$ cat config.mk
export PLATFORM = sky130hd
export DESIGN_NAME = trace_nibble_port
export DESIGN_NICKNAME = d
export VERILOG_FILES = /design/src/rtl/trace_pkg.sv /design/src/rtl/trace_fifo.sv /design/src/rtl/trace_nib_ser.sv /design/src/rtl/trace_nibble_port.sv
export SDC_FILE = /design/constraint.sdc
export NUM_CORES = 1
export LEC_CHECK = 0
export CAP_MARGIN = 40
export CORE_MARGIN = 4
export CORE_UTILIZATION = 45
export DETAILED_ROUTE_END_ITERATION = 10
export PLACE_DENSITY = 0.68
export SETUP_SLACK_MARGIN = 0.15
export SYNTH_ARGS = -nofsm -noshare
export SYNTH_HDL_FRONTEND = slang
export SYNTH_HIERARCHICAL = 1
export SYNTH_SLANG_ARGS = --single-unit
export TNS_END_PERCENT = 30
$ cat constraint.sdc
create_clock -name clk -period 6 [get_ports clk]
set_input_delay 0.6 -clock clk [delete_from_list [all_inputs] [get_ports clk]]
set_output_delay 0.6 -clock clk [all_outputs]
set_load 0.03 [all_outputs]
$ cat src/rtl/trace_pkg.sv
package trace_pkg;
  parameter int unsigned TRC_VAL_W  = 32;
  parameter int unsigned TRC_NIB_W  = 4;
  parameter int unsigned TRC_DEPTH  = 2;
  parameter int unsigned TRC_STAT_W = 4;
endpackage

$ cat src/rtl/trace_fifo.sv
module trace_fifo #(
  parameter int unsigned W     = 32,
  parameter int unsigned DEPTH = 2
) (
  input  logic         clk,
  input  logic         rst,
  input  logic         push,
  input  logic [W-1:0] wdata,
  input  logic         pop,
  output logic [W-1:0] head,
  output logic         head_valid,
  output logic         full
);
  localparam int unsigned PTR_W = (DEPTH > 1) ? $clog2(DEPTH) : 1;
  localparam int unsigned CNT_W = $clog2(DEPTH + 1);
  localparam logic [PTR_W-1:0] LAST_SLOT = PTR_W'(DEPTH - 1);

  logic [W-1:0]     slot [DEPTH];
  logic [PTR_W-1:0] wr_ptr, rd_ptr;
  logic [CNT_W-1:0] fill;

  function automatic logic [PTR_W-1:0] nxt(input logic [PTR_W-1:0] p);
    return (p == LAST_SLOT) ? '0 : p + PTR_W'(1);
  endfunction

  always_ff @(posedge clk) begin
    if (rst) begin
      wr_ptr <= '0;
      rd_ptr <= '0;
      fill   <= '0;
      for (int i = 0; i < DEPTH; i++) slot[i] <= '0;
    end else begin
      if (push) begin
        slot[wr_ptr] <= wdata;
        wr_ptr       <= nxt(wr_ptr);
      end
      if (pop) rd_ptr <= nxt(rd_ptr);
      case ({push, pop})
        2'b10:   fill <= fill + CNT_W'(1);
        2'b01:   fill <= fill - CNT_W'(1);
        default: fill <= fill;
      endcase
    end
  end

  assign head       = slot[rd_ptr];
  assign head_valid = (fill != '0);
  assign full       = (fill == CNT_W'(DEPTH));


  no_overflow_chk: assert property (@(posedge clk) disable iff (rst)
    (push && full) |-> pop);


  fill_bound_chk: assert property (@(posedge clk) disable iff (rst)
    fill <= CNT_W'(DEPTH));


  no_underflow_chk: assert property (@(posedge clk) disable iff (rst)
    pop |-> head_valid);
endmodule

$ cat src/rtl/trace_nib_ser.sv
module trace_nib_ser #(
  parameter int unsigned W     = 32,
  parameter int unsigned NIB_W = 4
) (
  input  logic             clk,
  input  logic             rst,
  input  logic [W-1:0]     head,
  input  logic             head_valid,
  output logic             pop,
  output logic             last,
  output logic [NIB_W-1:0] nib
);
  localparam int unsigned NIBS  = W / NIB_W;
  localparam int unsigned IDX_W = (NIBS > 1) ? $clog2(NIBS) : 1;
  localparam logic [IDX_W-1:0] LAST_IDX = IDX_W'(NIBS - 1);

  logic [IDX_W-1:0] idx;

  always_ff @(posedge clk) begin
    if (rst)                     idx <= '0;
    else if (!head_valid || last) idx <= '0;
    else                         idx <= idx + IDX_W'(1);
  end

  assign last = head_valid && (idx == LAST_IDX);
  assign pop  = last;
  assign nib  = head_valid ? head[idx*NIB_W +: NIB_W] : '0;


  idle_index_chk: assert property (@(posedge clk) disable iff (rst)
    !head_valid |=> idx == '0);


  index_step_chk: assert property (@(posedge clk) disable iff (rst)
    (head_valid && idx != LAST_IDX) |=> idx == $past(idx) + IDX_W'(1));


  no_gap_chk: assert property (@(posedge clk) disable iff (rst)
    (head_valid && idx != '0) |-> $past(head_valid));
endmodule

$ cat src/rtl/trace_nibble_port.sv
module trace_nibble_port
  import trace_pkg::*;
#(
  parameter int unsigned VAL_W  = TRC_VAL_W,
  parameter int unsigned NIB_W  = TRC_NIB_W,
  parameter int unsigned DEPTH  = TRC_DEPTH,
  parameter int unsigned STAT_W = TRC_STAT_W
) (
  input  logic              clk,
  input  logic              rst,
  input  logic              cap_valid,
  input  logic [VAL_W-1:0]  cap_data,
  output logic              cap_stall,
  input  logic [STAT_W-1:0] stat_in,
  output logic [STAT_W-1:0] stat_out,
  output logic [NIB_W-1:0]  dbg_nib
);
  logic [VAL_W-1:0] head;
  logic             head_valid, full, pop, last, push;

  assign cap_stall = full && !last;
  assign push      = cap_valid && !cap_stall;

  trace_fifo #(.W(VAL_W), .DEPTH(DEPTH)) u_fifo (
    .clk(clk), .rst(rst), .push(push), .wdata(cap_data), .pop(pop),
    .head(head), .head_valid(head_valid), .full(full)
  );

  trace_nib_ser #(.W(VAL_W), .NIB_W(NIB_W)) u_ser (
    .clk(clk), .rst(rst), .head(head), .head_valid(head_valid),
    .pop(pop), .last(last), .nib(dbg_nib)
  );

  always_ff @(posedge clk) begin
    if (rst) stat_out <= '0;
    else     stat_out <= stat_in;
  end


  stall_full_chk: assert property (@(posedge clk) disable iff (rst)
    cap_stall |-> full);


  status_follow_chk: assert property (@(posedge clk) disable iff (rst)
    !$past(rst) |-> stat_out == $past(stat_in));


  last_accept_chk: assert property (@(posedge clk) disable iff (rst)
    (cap_valid && pop) |-> push);
endmodule

==> impl_metrics.csv <==
group,metric,value,unit
clocking,cts_hold_buf,0,
critical_path,crit_type,"reg -> out",
route,wirelength,6410,um
yosys,yosys_warnings,6,
yosys,synth_edf_count,64,
yosys,ys_seq_elements,76,
critical_path,cp_max_fo,32,
finish,drive_above_1_share,18.9,%
global_route,grt_max_degree,46,
clocking,path_clk_slew,0.08,ns
yosys,syn-instance-count,272,
floorplanning,dieWidth,96.5,um
yosys,synthArstFlopShare,0,%
placement,gp_congestion,0.712,
clocking,clk_path_buf_depth,2,
sta,setup_tns,0,ns
clocking,h-tree-depth,3,
power_and_ir_drop,power_leakage,1.55,nW
global_route,track_usage,15.4,%
global_route,antenna_found_initial,0,
sta,final_hold_viol_count,0,
clocking,cts_setup_buffers,0,
floorplanning,fp.coreArea,0.00745,mm2
finish,synthToLayoutAreaGrowth,20.5,%
route,vias,2084,
yosys,ys_seq_area_share,61.4,%
clocking,insertion_delay,0.34,ns
finish,finalNetCount,359,
critical_path,start_kind,"flop",
sta,relSlewSlack,52.4,%
finish,nFillCells,625,
clocking,cts_tree,"done",
sta,post-route-min-period,3.32,ns
yosys,synth_top_flop_cell,"edfxtp_1",
sta,setup_ws,2.68,ns
yosys,synth_area,0.00352,mm2
placement,dpl.hpwl,4370,um
route,via_per_inst,4.95,
global_route,overflow,0,
placement,preCtsSetupSlack,2.87,ns
floorplanning,rows,31,
floorplanning,die_h,96.5,um
placement,post_dp_cell_area,0.00406,mm2
floorplanning,start_util,47.3,%
worst_hold_path,min-delay-path-class,"reg -> reg",
route,drc_errors,0,
sta,setup_viol,0,
clocking,cts.sinks,76,
clocking,numCtsBuffers,9,
route,routedWlPerCell,15.2,um
job,cap_violations,0,
placement,io_buffers,47,
floorplanning,die_area,0.00931,mm2
floorplanning,io_pins,48,
sta,tightest_slew,0.714,ns
route,drt_iter0_drc,53,
run_status,status,"complete, no violations",
yosys,ys_types,29,
yosys,syn-num-nets,314,
critical_path,crit_path_end_kind,"output port",
route,drtAntennaViolNets,0,
sta,fmax,0.301,GHz
yosys,syn_area_per_cell,12.9,um2
route,first_pass_iters,4,
clocking,cts-root-buf,"clkbuf_8",
sta,drv_slew,0,
power_and_ir_drop,powerDensity,268,mW/mm2
power_and_ir_drop,vdd_drop_max,0.000135,V
sta,skew,0.0118,ns
sta,rsz0062_at_grt,"false",
critical_path,cp.arrival,2.72,ns
sta,period_share,55.3,%
clocking,ctsResizeCount,0,
global_route,grt_pass1_vias,2122,
finish,fin_area,0.00424,mm2
finish,diodes,0,
global_route,grt_first_pass_wirelength,10500,um
critical_path,cp.required,5.40,ns
cells by family after synthesis:
| group | after synthesis | synth area share, % |
|---|---|---|
| fa+ha+maj | 3 | 1.07 |
| buf+inv | 21 | 3.09 |
| flops | 76 | 61.4 |
| compound gates | 3 | 0.426 |
| xor+xnor | 3 | 0.746 |
| simple gates | 122 | 16.8 |
| mux | 44 | 16.5 |
layout by cell type, fill, tap and decap left out, types with 2 or more instances in the layout:
cell,count
nor2_1,71
edfxtp_1,64
clkdlybuf4s50_1,47
nand2b_1,35
mux2_2,30
dfxtp_1,12
clkbuf_8,9
mux4_2,8
buf_4,6
nor2b_1,4
mux2i_1,4
ha_1,3
and2_1,3
clkinv_2,2
clkinv_1,2
mux2_1,2
nand2_1,2
inv_1,2
xnor2_1,2
a21oi_1,2
sequential cells by signal (all words and copies together) (netlist names), named ones only:
| signal | cells |
|---|---|
| u_fifo/wr_ptr | 1 |
| u_fifo/rd_ptr | 1 |
| u_fifo/slot | 64 |
| u_fifo/fill | 2 |
| u_ser/idx | 3 |
| stat_out | 4 |
final cells by class:
type / instances / area [um2] / area share (%)
Clock buffer: 10 / 128 / 3.01
Clock inverter: 6 / 55.1 / 1.30
Inverter: 2 / 7.51 / 0.177
Multi-Input combinational cell: 175 / 1250 / 29.5
Sequential cell: 76 / 2160 / 51.0
Tap cell: 99 / 124 / 2.92
Timing Repair Buffer: 53 / 515 / 12.1
power by group:
part	total [W]	internal (W)	switching [W]
logic	0.000147	0.0000737	0.0000729
clock network	0.000362	0.000188	0.000174
registers	0.000629	0.000616	0.0000133
worst max-delay path, stage by stage, from the launching register on:
cell and delay, ns:
dfxtp_1 0.31, buf_4 0.35, mux2_2 0.41, mux4_2 0.45, mux2i_1 0.14, nor2_1 0.08
clkdlybuf4s50_1 0.60
per-stage QoR:
stage | utilization, % | hold slack [ns] | power (W) | std cells
after floorplan | - | 0.444 | 0.000728 | 272
after global placement | 54.5 | 0.464 | 0.000786 | 405
after detailed placement | 54.5 | 0.466 | 0.000789 | 405
after CTS | 57.0 | 0.482 | 0.00115 | 421
after global routing | 57.0 | 0.535 | 0.00119 | 421
final | 57.0 | 0.485 | 0.00114 | 421
final timing paths:
kind                  from                 end  slack (ns)  depth (start not counted)
min          u_fifo/wr_ptr       u_fifo/wr_ptr        0.48                          2
min reg2reg  u_fifo/wr_ptr       u_fifo/wr_ptr        0.48                          2
max                   flop          dbg_nib[0]        2.68                          6
max reg2reg   u_ser/idx[1]  u_fifo/slot[0][13]        2.91                          9
routing by layer:
| metal | up-vias | global-route usage [%] | part of all wire [%] |
|---|---|---|---|
| li1 | 1029 | - | - |
| met1 | 990 | 20.8 | 47 |
| met2 | 54 | 24.0 | 45 |
| met3 | 11 | 3.56 | 5.8 |
| met4 | 0 | 6.43 | 1.7 |
| met5 | - | 0 | 0 |
cell usage after synthesis (2+ instances only):
master | count | area (um2)
mux2_2 | 30 | 338
mux4_2 | 8 | 180
clkbuf_1 | 8 | 30.0
nor2b_1 | 4 | 25.0
buf_4 | 4 | 30.0
xnor2_1 | 2 | 17.5
and2_1 | 3 | 18.8
inv_1 | 2 | 7.51
nor2_1 | 71 | 267
mux2i_1 | 4 | 40.0
edfxtp_1 | 64 | 1920
buf_2 | 5 | 25.0
mux2_1 | 2 | 22.5
nand2_1 | 2 | 7.51
a21oi_1 | 2 | 10.0
dfxtp_1 | 12 | 240
ha_1 | 3 | 37.5
nand2b_1 | 35 | 219
(Power assumes the default switching activity.)
